$ cat src/rtl/ctt_pkg.sv
package ctt_pkg;
   localparam logic [3:0] CODE_DEFAULT = 4'b0000;
   localparam logic [3:0] CODE_SHORT   = 4'b0001;
   localparam logic [3:0] CODE_MID     = 4'b0010;
   localparam logic [3:0] CODE_DEF_B   = 4'b0101;
   localparam logic [3:0] CODE_LONG    = 4'b0110;
   localparam logic [3:0] CODE_XLONG   = 4'b1001;
   localparam logic [3:0] CODE_MAX     = 4'b1010;

   function automatic int unsigned max_of6(
      input int unsigned a, input int unsigned b, input int unsigned c,
      input int unsigned d, input int unsigned e, input int unsigned f);
      int unsigned m;
      m = a;
      if (b > m) m = b;
      if (c > m) m = c;
      if (d > m) m = d;
      if (e > m) m = e;
      if (f > m) m = f;
      return m;
   endfunction
endpackage

$ cat src/rtl/ctt_limit_map.sv
module ctt_limit_map
   import ctt_pkg::*;
#(
   parameter int unsigned AGE_W     = 21,
   parameter int unsigned LIM_SHORT = 95,
   parameter int unsigned LIM_MID   = 9500,
   parameter int unsigned LIM_DEF   = 45000,
   parameter int unsigned LIM_LONG  = 165000,
   parameter int unsigned LIM_XLONG = 450000,
   parameter int unsigned LIM_MAX   = 1650000
) (
   input  logic [3:0]       code,
   output logic [AGE_W-1:0] limit
);
   always_comb begin
      unique case (code)
         CODE_SHORT: limit = AGE_W'(LIM_SHORT);
         CODE_MID:   limit = AGE_W'(LIM_MID);
         CODE_LONG:  limit = AGE_W'(LIM_LONG);
         CODE_XLONG: limit = AGE_W'(LIM_XLONG);
         CODE_MAX:   limit = AGE_W'(LIM_MAX);
         default:    limit = AGE_W'(LIM_DEF); // default and reserved codes
      endcase
   end
endmodule

$ cat src/rtl/ctt_tag_slot.sv
module ctt_tag_slot #(
   parameter int unsigned AGE_W = 21
) (
   input  logic             clk,
   input  logic             rst_n,
   input  logic             tick,
   input  logic             arm,
   input  logic             drop,
   input  logic             restart,
   input  logic [AGE_W-1:0] limit,
   output logic             valid,
   output logic             at_limit
);
   localparam logic [AGE_W-1:0] AGE_SAT = '1;

   logic [AGE_W-1:0] age;

   always_ff @(posedge clk) begin
      if (!rst_n) begin
         valid <= 1'b0;
         age   <= '0;
      end else if (arm) begin
         valid <= 1'b1;
         age   <= '0;
      end else begin
         if (drop) valid <= 1'b0;
         if (restart) age <= '0;
         else if (valid && tick && age != AGE_SAT) age <= age + 1'b1;
      end
   end

   assign at_limit = valid && (age >= limit);

   assert_arm_clears_age_R11: assert property (@(posedge clk) disable iff (!rst_n)
      $past(arm) |-> (valid && age == '0));

   assert_age_monotonic_R3: assert property (@(posedge clk) disable iff (!rst_n)
      ($past(valid) && !$past(arm) && !$past(restart)) |-> (age >= $past(age)));
endmodule

$ cat src/rtl/ctt_expiry_arb.sv
module ctt_expiry_arb #(
   parameter int unsigned NUM_TAGS = 32,
   parameter int unsigned TAG_W    = 5
) (
   input  logic                clk,
   input  logic                rst_n,
   input  logic [NUM_TAGS-1:0] cand,
   output logic [NUM_TAGS-1:0] gnt,
   output logic [TAG_W-1:0]    idx,
   output logic                any
);
   always_comb begin
      idx = '0;
      any = 1'b0;
      for (int i = NUM_TAGS - 1; i >= 0; i--) begin
         if (cand[i]) begin
            idx = TAG_W'(i);
            any = 1'b1;
         end
      end
      gnt = '0;
      if (any) gnt[idx] = 1'b1;
   end

   assert_grant_single_R10: assert property (@(posedge clk) disable iff (!rst_n)
      $onehot0(gnt) && ((gnt & ~cand) == '0));
endmodule

$ cat src/rtl/cpl_timeout_tracker.sv
module cpl_timeout_tracker
   import ctt_pkg::*;
#(
   parameter int unsigned NUM_TAGS  = 32,
   parameter int unsigned AGE_W     = 21,
   parameter int unsigned LIM_SHORT = 95,
   parameter int unsigned LIM_MID   = 9500,
   parameter int unsigned LIM_DEF   = 45000,
   parameter int unsigned LIM_LONG  = 165000,
   parameter int unsigned LIM_XLONG = 450000,
   parameter int unsigned LIM_MAX   = 1650000,
   localparam int unsigned TAG_W    = (NUM_TAGS > 1) ? $clog2(NUM_TAGS) : 1,
   localparam int unsigned CNT_W    = $clog2(NUM_TAGS + 1)
) (
   input  logic             clk,
   input  logic             rst_n,
   input  logic             req_valid,
   input  logic [TAG_W-1:0] req_tag,
   input  logic             cpl_valid,
   input  logic [TAG_W-1:0] cpl_tag,
   input  logic [3:0]       tmo_code,
   input  logic             tmo_disable,
   input  logic             us_tick,
   output logic             tmo_event,
   output logic [TAG_W-1:0] tmo_tag,
   output logic [CNT_W-1:0] pending_cnt
);
   localparam int unsigned LIM_TOP =
      max_of6(LIM_SHORT, LIM_MID, LIM_DEF, LIM_LONG, LIM_XLONG, LIM_MAX);

   initial begin : param_check
      if (NUM_TAGS < 2) $error("NUM_TAGS must be at least 2");
      if (AGE_W < 2 || AGE_W > 31) $error("AGE_W out of range");
      if (LIM_TOP >= (1 << AGE_W)) $error("AGE_W too narrow for largest limit");
   end

   logic [AGE_W-1:0]    limit;
   logic                dis_q;
   logic                restart;
   logic                exp_en;
   logic [NUM_TAGS-1:0] req_hit, cpl_hit, drop, valid_vec, at_lim, cand, gnt;
   logic [TAG_W-1:0]    pick_idx;
   logic                pick_any;

   ctt_limit_map #(
      .AGE_W(AGE_W), .LIM_SHORT(LIM_SHORT), .LIM_MID(LIM_MID), .LIM_DEF(LIM_DEF),
      .LIM_LONG(LIM_LONG), .LIM_XLONG(LIM_XLONG), .LIM_MAX(LIM_MAX)
   ) u_map (
      .code  (tmo_code),
      .limit (limit)
   );

   always_ff @(posedge clk) begin
      if (!rst_n) dis_q <= 1'b0;
      else        dis_q <= tmo_disable;
   end

   assign restart = dis_q & ~tmo_disable;
   assign exp_en  = ~dis_q & ~tmo_disable;

   for (genvar g = 0; g < NUM_TAGS; g++) begin : g_slot
      assign req_hit[g] = req_valid && (req_tag == TAG_W'(g));
      assign cpl_hit[g] = cpl_valid && (cpl_tag == TAG_W'(g));
      assign drop[g]    = cpl_hit[g] | gnt[g];
      assign cand[g]    = at_lim[g] & exp_en & ~req_hit[g] & ~cpl_hit[g];

      ctt_tag_slot #(.AGE_W(AGE_W)) u_slot (
         .clk      (clk),
         .rst_n    (rst_n),
         .tick     (us_tick),
         .arm      (req_hit[g]),
         .drop     (drop[g]),
         .restart  (restart),
         .limit    (limit),
         .valid    (valid_vec[g]),
         .at_limit (at_lim[g])
      );
   end

   ctt_expiry_arb #(.NUM_TAGS(NUM_TAGS), .TAG_W(TAG_W)) u_arb (
      .clk   (clk),
      .rst_n (rst_n),
      .cand  (cand),
      .gnt   (gnt),
      .idx   (pick_idx),
      .any   (pick_any)
   );

   always_ff @(posedge clk) begin
      if (!rst_n) begin
         tmo_event <= 1'b0;
         tmo_tag   <= '0;
      end else begin
         tmo_event <= pick_any;
         tmo_tag   <= pick_idx;
      end
   end

   assign pending_cnt = CNT_W'($countones(valid_vec));

   assert_quiet_when_disabled_R7: assert property (@(posedge clk) disable iff (!rst_n)
      tmo_event |-> !$past(tmo_disable));

   assert_event_retires_R10: assert property (@(posedge clk) disable iff (!rst_n)
      tmo_event |-> !valid_vec[tmo_tag]);

   assert_no_repeat_tag_R10: assert property (@(posedge clk) disable iff (!rst_n)
      tmo_event |=> (!tmo_event || tmo_tag != $past(tmo_tag)));

   assert_count_bound_R11: assert property (@(posedge clk) disable iff (!rst_n)
      pending_cnt <= CNT_W'(NUM_TAGS));
endmodule

$ cat config.mk
export PLATFORM = sky130hd
export DESIGN_NAME = cpl_timeout_tracker
export DESIGN_NICKNAME = d
export VERILOG_FILES = /design/src/rtl/ctt_pkg.sv /design/src/rtl/ctt_limit_map.sv /design/src/rtl/ctt_tag_slot.sv /design/src/rtl/ctt_expiry_arb.sv /design/src/rtl/cpl_timeout_tracker.sv
export SDC_FILE = /design/constraint.sdc
export NUM_CORES = 2
export LEC_CHECK = 0
export ABC_AREA = 0
export BUFFER_PORTS_ARGS = -buffer_cell sky130_fd_sc_hd__buf_4
export CORE_ASPECT_RATIO = 2
export CORE_MARGIN = 4
export CORE_UTILIZATION = 59
export DETAILED_ROUTE_END_ITERATION = 6
export HOLD_SLACK_MARGIN = 0.15
export MAX_ROUTING_LAYER = met4
export PLACE_DENSITY = 0.74
export SETUP_SLACK_MARGIN = 0.5
export SYNTH_ARGS = -nofsm -noshare
export SYNTH_HDL_FRONTEND = slang
export SYNTH_HIERARCHICAL = 1
export SYNTH_SLANG_ARGS = --single-unit
export TNS_END_PERCENT = 30
$ cat constraint.sdc
create_clock -name clk -period 5.3 [get_ports clk]
set_input_delay 0.265 -clock clk [delete_from_list [all_inputs] [get_ports clk]]
set_output_delay 0.265 -clock clk [all_outputs]
set_load 0.05 [all_outputs]
## Yosys cells after proc, flatten, opt, wreduce, memory -nomap -nowiden

Cells that the tools add are included.

| word-level totals | value |
|---|---|
| logic and storage cells | 819 |
| output and inout port bits | 12 |
| flip-flop bits (word level) | 711 |
| input bits | 20 |

| cells by class | value |
|---|---|
| muxes and demuxes | 132 |
| reductions and logical operators | 227 |
| $lt $le $gt $ge | 34 |
| eq/ne operators | 99 |
| bitwise logic cells | 197 |
| $add $sub $neg | 63 |

Operators by type and width:

| kind | count |
|---|---|
| adder 21 x 1 -> 21 bit (second input constant) | 32 |
| greater-or-equal comparator 21 bit | 32 |
| != test 21 bit (second input constant) | 32 |
| logical AND 1 bit | 161 |
| equality test 5 bit (second input constant) | 32 |
| two-way mux 5 bit | 32 |
| one-hot mux 21 bit (5 select lines) | 1 |
| AND 1 bit | 98 |
| two-way mux 1 bit | 97 |
| OR reduction 3 bit | 32 |
| equality test 5 x 4 -> 1 bit (second input constant) | 16 |
| inverter 1 bit | 67 |
| nonzero test 2 bit | 32 |
| equality test 5 x 3 -> 1 bit (second input constant) | 8 |
| adder 1 x 1 -> 2 bit | 16 |
| two-way mux 32 bit | 1 |
| OR 1 bit | 32 |
| adder 2 x 2 -> 3 bit | 8 |
| equality test 5 x 2 -> 1 bit (second input constant) | 4 |
| adder 3 x 3 -> 4 bit | 4 |
| adder 4 x 4 -> 5 bit | 2 |
| equality test 5 x 1 -> 1 bit (second input constant) | 2 |
| logical NOT 5 bit | 2 |
| equality test 4 bit (second input constant) | 2 |
| other kinds (7) | 7 |

## Longest topological paths before layout

| depth | value |
|---|---|
| word-level depth | 47 |
| gate-level depth with buffers | 22 |
| depth with buffers taken out | 21 |

## By module

The synthesis kept the hierarchy.

By module, submodules not included:

| module | sequential area each (µm²) | times used | cells each | area each (µm²) |
|---|---|---|---|---|
| ctt_tag_slot at g_slot[0].u_slot ... | 440.4 | 31 | 195 | 1694.1 |
| cpl_timeout_tracker | 140.1 | 1 | 289 | 2058.2 |
| ctt_tag_slot at g_slot[9].u_slot | 440.4 | 1 | 202 | 1636.6 |
| ctt_expiry_arb | 0.0 | 1 | 119 | 726.9 |
| ctt_limit_map | 0.0 | 1 | 30 | 203.9 |

## Worst setup path after synthesis

Ideal clock, no wire load.

| timing path | value |
|---|---|
| path type | input to register |
| from | input tmo_code[1] |
| to | register g_slot[28].u_slot.valid |
| stages | 19 |
| data required time | 5.185 ns |
| arrival time | 5.510 ns |
| path buffers | 1 |
| library setup time | 0.115 ns |
| setup slack | -0.325 ns |
| path through | nor4b_4 a21oi_1 buf_4 inv_1 ha_1 a21o_1 a21oi_1 nor2_1 a221o_1 and4b_1 or4_1 nor4_4 nand3_1 or2_1 or2_1 nor2_1 or2_2 nor2b_1 o21a_1 |

| on the way | value |
|---|---|
| elaborated cells on any way between the ends | 238 |
| classes of those cells | order compare (34); eq/ne (5); mux (68); bitwise (97); reduce/logical (34) |

RTL lines:

| element | RTL line | RTL |
|---|---|---|
| start, declared | cpl_timeout_tracker.sv:21 | `input logic [3:0] tmo_code,` |
| equality test 4 bit (tied with other cells) | ctt_limit_map.sv:16 | `unique case (code)` |
| one-hot mux 21 bit (5 select lines) (*) | ctt_limit_map.sv:16 |  |
| net limit[7] | cpl_timeout_tracker.sv:37 | `logic [AGE_W-1:0] limit;` |
| greater-or-equal comparator 21 bit (*) | ctt_tag_slot.sv:32 | `assign at_limit = valid && (age >= limit);` |
| logical AND 1 bit (*) | ctt_tag_slot.sv:32 |  |
| net at_lim[6] | cpl_timeout_tracker.sv:41 | `logic [NUM_TAGS-1:0] req_hit, cpl_hit, drop, valid_vec, at_lim, cand, gnt;` |
| AND 1 bit (*) (3 in series) | cpl_timeout_tracker.sv:65 | `assign cand[g] = at_lim[g] & exp_en & ~req_hit[g] & ~cpl_hit[g];` |
| net cand[6] | cpl_timeout_tracker.sv:41 |  |
| (+8 left out) | n/a |  |
| logical AND 1 bit (implied by the code) | ctt_expiry_arb.sv:22 | `if (any) gnt[idx] = 1'b1;` |
| two-way mux 1 bit (implied by the code) | ctt_expiry_arb.sv:22 |  |
| demux 1 bit (select 5 bit) | n/a |  |
| two-way mux 32 bit (*) | ctt_expiry_arb.sv:22 |  |
| net gnt[28] | cpl_timeout_tracker.sv:41 |  |
| OR 1 bit (*) | cpl_timeout_tracker.sv:64 | `assign drop[g] = cpl_hit[g] \| gnt[g];` |
| net drop[28] | cpl_timeout_tracker.sv:41 |  |
| nonzero test 2 bit (no line) (*) | n/a |  |
| end signal, assigned | ctt_tag_slot.sv:20 | `valid <= 1'b0;` |
| end signal, assigned | ctt_tag_slot.sv:23 | `valid <= 1'b1;` |
| end signal, assigned | ctt_tag_slot.sv:26 | `if (drop) valid <= 1'b0;` |
| end, declared | ctt_tag_slot.sv:11 | `output logic valid,` |

The timed path passes the listed nets; every way through them passes the cells marked *.
A chain may end at the register's enable or synchronous reset.

## Final worst setup path

| timing path | value |
|---|---|
| from | register g_slot[5].u_slot.valid |
| to | output pending_cnt[4] |

| on the way | value |
|---|---|
| cells in the longest elaborated chain, start to end | 5 |

Ends and longest elaborated chain:

| element | RTL line | RTL |
|---|---|---|
| start, declared | ctt_tag_slot.sv:11 |  |
| start signal, assigned | ctt_tag_slot.sv:20 |  |
| start signal, assigned | ctt_tag_slot.sv:23 |  |
| start signal, assigned | ctt_tag_slot.sv:26 |  |
| adder 1 x 1 -> 2 bit (implied by the code) | cpl_timeout_tracker.sv:99 | `assign pending_cnt = CNT_W'($countones(valid_vec));` |
| adder 2 x 2 -> 3 bit (implied by the code) | cpl_timeout_tracker.sv:99 |  |
| adder 3 x 3 -> 4 bit (implied by the code) | cpl_timeout_tracker.sv:99 |  |
| adder 4 x 4 -> 5 bit (implied by the code) | cpl_timeout_tracker.sv:99 |  |
| adder 5 x 5 -> 6 bit (implied by the code) | cpl_timeout_tracker.sv:99 |  |
| end, declared | cpl_timeout_tracker.sv:26 | `output logic [CNT_W-1:0] pending_cnt` |

Every way passes these cells.

==> summary.txt <==
Status
  • Run status: finished, violations left
  • Failing checks: negative setup slack

Yosys
  • Register area share after synthesis: around a quarter
  • Mean Syn Cell Area: approximately 8.5 µm²
  • Netlist cell types: between 80 and 90
  • Number of synthesized register bits: a little over 700
  • Top-count cell post-synth: nor2_1
  • Yosys top cell by area: dfxtp_1
  • Cell Area, Synth: ~57000 µm²
  • Syn Inst Count: roughly 6700
  • Top post-synthesis cells by area: dfxtp_1, ha_1, xor2_1
  • Synthesized netlist net count: 7440
  • Post-synth EDFFs: 0
  • Top post-synthesis cells by count: nor2_1, inv_1, dfxtp_1, ha_1, xor2_1
  • Area fraction of the dominant cell type after synthesis: around 25%
  • Dominant synthesized flop cell: dfxtp_1
  • Fraction of registers with async set/reset: 0%
  • Ys Warns: 6

Power and ir drop
  • Leak: approximately 29 nW
  • Total chip power: 11.8 mW
  • IR drop worst, VDD: ~220 µV
  • Pwr dens: between 150 and 200 nW/µm²

Route
  • Via count: 50600
  • Drt total wl: 160000 µm
  • # DRC: 0
  • Avg WL per Cell: approximately 20 µm
  • DR pass1 iterations: 5
  • Via/cell ratio: 6.30
  • Drt first-iter violations: 3108
  • Antenna-violating nets left: 0

Global routing
  • Initial antenna violation count: 6
  • Total GRT Usage: a little under a third
  • First-pass GRT wire length: around 260000 µm
  • Vias in the first global route: about 51000
  • Largest net degree at the start of global routing: 46
  • GRT overflow: 0

Finish
  • Layout Cells excl Fill: around 8000
  • Final instance area: 62100 µm²
  • Layout cells sized above 1: between 10% and 20%
  • Nets@finish: between 7000 and 8000
  • Area Overhead vs Synth: 8.64%

STA
  • Final hold viol count: 0
  • Fin Clk Skew: ~0.024 ns
  • RSZ-0062 raised after global routing: true
  • Rel. slew slack: approximately 30%
  • Slew Viols, Final: 0
  • Worst-Margin Slew: 1.03 ns
  • Post-layout worst setup margin: -0.310 ns
  • Fin crit period: 5.61 ns
  • Fmax achieved: approximately 0.18 GHz
  • # setup viols final: 5
  • Fin crit share: 106%
  • Hold Slack: about 0.24 ns

Setup path
  • FF-to-FF End: g_slot[21].u_slot/valid$_SDFFE_PN0P_
  • Worst Path Required: about 5.0 ns
  • Reg-to-reg slack, setup: between 0.8 and 0.9 ns
  • Crit-path max FO: 2
  • Crit path kind: reg2out
  • Critical path launch point type: flop
  • Critical path depth: 15
  • Crit-path cells: inv_2, fa_2, fa_2, fa_2, fa_1, fa_1, fa_1, inv_2, ha_4, inv_2, fa_2, nand2b_4, a21oi_2, xor2_1, buf_4
  • Worst reg2reg path depth: 16
  • Worst Path Buf+Inv: 4
  • Critical path capture point type: primary output
  • Slowest cell on the critical path: fa_2
  • Cell mode on critical path: fa_2
  • Reg-to-reg critical path startpoint: g_slot[12].u_slot/age[6]$_SDFFE_PP0P_
  • Top Family by Delay on Critical Path: adder cells
  • Data arrival time of the worst path: 5.35 ns
  • Worst path max stage delay: about 0.62 ns

Floorplanning
  • Core ar.: between 90000 and 100000 µm²
  • Die Ht: roughly 450 µm
  • Io pins: 32
  • Site Rows: around 160
  • Initial Util: about three fifths
  • Die span in x: approximately 230 µm
  • Total die area: 102000 µm²

Place
  • Placer Congestion: 1.04
  • DP HPWL: 118000 µm
  • Worst slack at placement: -0.0830 ns
  • Placed insts: approximately 8000
  • Buffers on Ports: 31
  • Area after DPL: around 60000 µm²

Clocking
  • CTS tree: built
  • Clock Pin Slew Worst Setup and Hold Paths: 0.07 ns
  • CTS buffer count: 73
  • CTS sink count: about 710
  • Clock buffer depth: 3
  • Htree depth: 3
  • Root cell of the clock tree: clkbuf_16
  • Clock latency on the worst-skew pair: around 0.67 ns

Hold path
  • Hold crit path type: in2reg
  • Hold endpoint: g_slot[8].u_slot/valid$_SDFFE_PN0P_
  • Beginning of the worst hold path: req_tag[4]
  • Hold path cells: 4

Job
  • Maxcap violations: 0
==> repair_timing <==
action                     in CTS  in global routing
buffers inserted                0                  3
hold endpoints to repair       26                  0
hold buffers                   12                  0
resized for setup              13                 26
pin swaps                       6                  3
setup endpoints to repair       6                 34
==> report_power, final <==
| group | internal (mW) | switching (mW) |
|---|---|---|
| Combinational | 0.270 | 0.622 |
| Clock | 3.17 | 2.35 |
| Sequential | 5.35 | 0.00707 |
| Total | 8.79 | 2.98 |
==> flip-flops by register name, indices dropped and copies added (netlist names) <==
signal and count:
dis_q 1, g_slot.u_slot/valid 32, g_slot.u_slot/age 672, tmo_tag 5, tmo_event 1
==> cell usage in the layout, fill, tap and decap left out, drive strengths merged, types with 24 or more instances in the layout <==
cell     netlist  final
nor2b         69     69
o21a          33     33
o211ai       218    218
or4b          33     33
buf           73    133
xor2         498    498
ha           711    711
a21oi        212    212
o31ai         95     95
inv          730    732
mux2i         33     33
nor4          73     73
and4         190    190
o311ai        34     34
a221o         32     32
nand2        202    202
a21o          67     67
nor2         990    990
and2          72     72
fa            24     24
dfxtp        711    711
o41ai         31     31
xnor2         48     48
clkbuf        81    110
nand2b        98     98
o21ai        166    166
a211oi        99     99
nand4        297    297
and3         191    191
a31oi         65     65
nand3        261    261
nor3          74     74
o2111ai       94     94
==> per-stage QoR <==
stage	utilization [%]	TNS [ns]
2_1_floorplan	-	-1.79
3_3_place_gp	61.6	-0.0385
3_5_place_dp	61.6	-0.441
4_1_cts	64.4	-1.05
5_1_grt	64.5	-1.40
6_report	64.5	-0.783
==> layer usage <==
metal	vias to the layer above	routed length [µm]	GRT usage, %
met1	24400	60200	31.4
met3	600	7530	4.50
met5	-	0	-
met4	0	11000	20.1
met2	1369	81300	56.0
li1	24300	-	-
==> area by class of cell <==
cell class	count	area (µm²)
diodes	8	20.0
clock buffers	110	2240
clock inverters	22	251
fillers	8180	34200
inverters	731	2740
multi-input cells	5089	39700
flip-flops and latches	711	14200
well taps	1222	1530
repair buffers	145	1390
==> worst max path at each step <==
stage,start,end
finish,g_slot[5].u_slot/valid$_SDFFE_PN0P_,pending_cnt[4]
global route,g_slot[5].u_slot/valid$_SDFFE_PN0P_,pending_cnt[4]
CTS,g_slot[23].u_slot/valid$_SDFFE_PN0P_,pending_cnt[4]
detailed placement,tmo_code[1],g_slot[21].u_slot/valid$_SDFFE_PN0P_
global placement,tmo_code[1],g_slot[21].u_slot/valid$_SDFFE_PN0P_
floorplan,tmo_code[2],g_slot[28].u_slot/valid$_SDFFE_PN0P_
==> worst reg2reg max path, stage by stage (launching register included) <==
cell and delay, ns:
dfxtp_1 0.48, ha_1 0.30, a211oi_1 0.21, nor2_1 0.07
a211oi_1 0.29, o211ai_1 0.19, a221o_1 0.45, and4b_1 0.27
or4_1 0.50, a21oi_1 0.17, o32ai_1 0.15, nor4_2 0.48
buf_4 0.24, nor3_1 0.06, or2_2 0.31, nor2b_1 0.11
o21a_1 0.11
==> cell families (layout without fill, tap and decap cells) <==
logic type      Yosys count  in the layout  share of synthesized area [%]
buf+inv                 885           1008                           6.04
compound gates         1158           1158                           15.1
simple gates           2616           2616                           28.6
other cells               1              9                        0.00656
fa+ha+maj               735            735                           16.4
flops                   711            711                           24.9
xor+xnor                546            546                           8.37
mux                      33             33                          0.578
(Power assumes the default switching activity.)
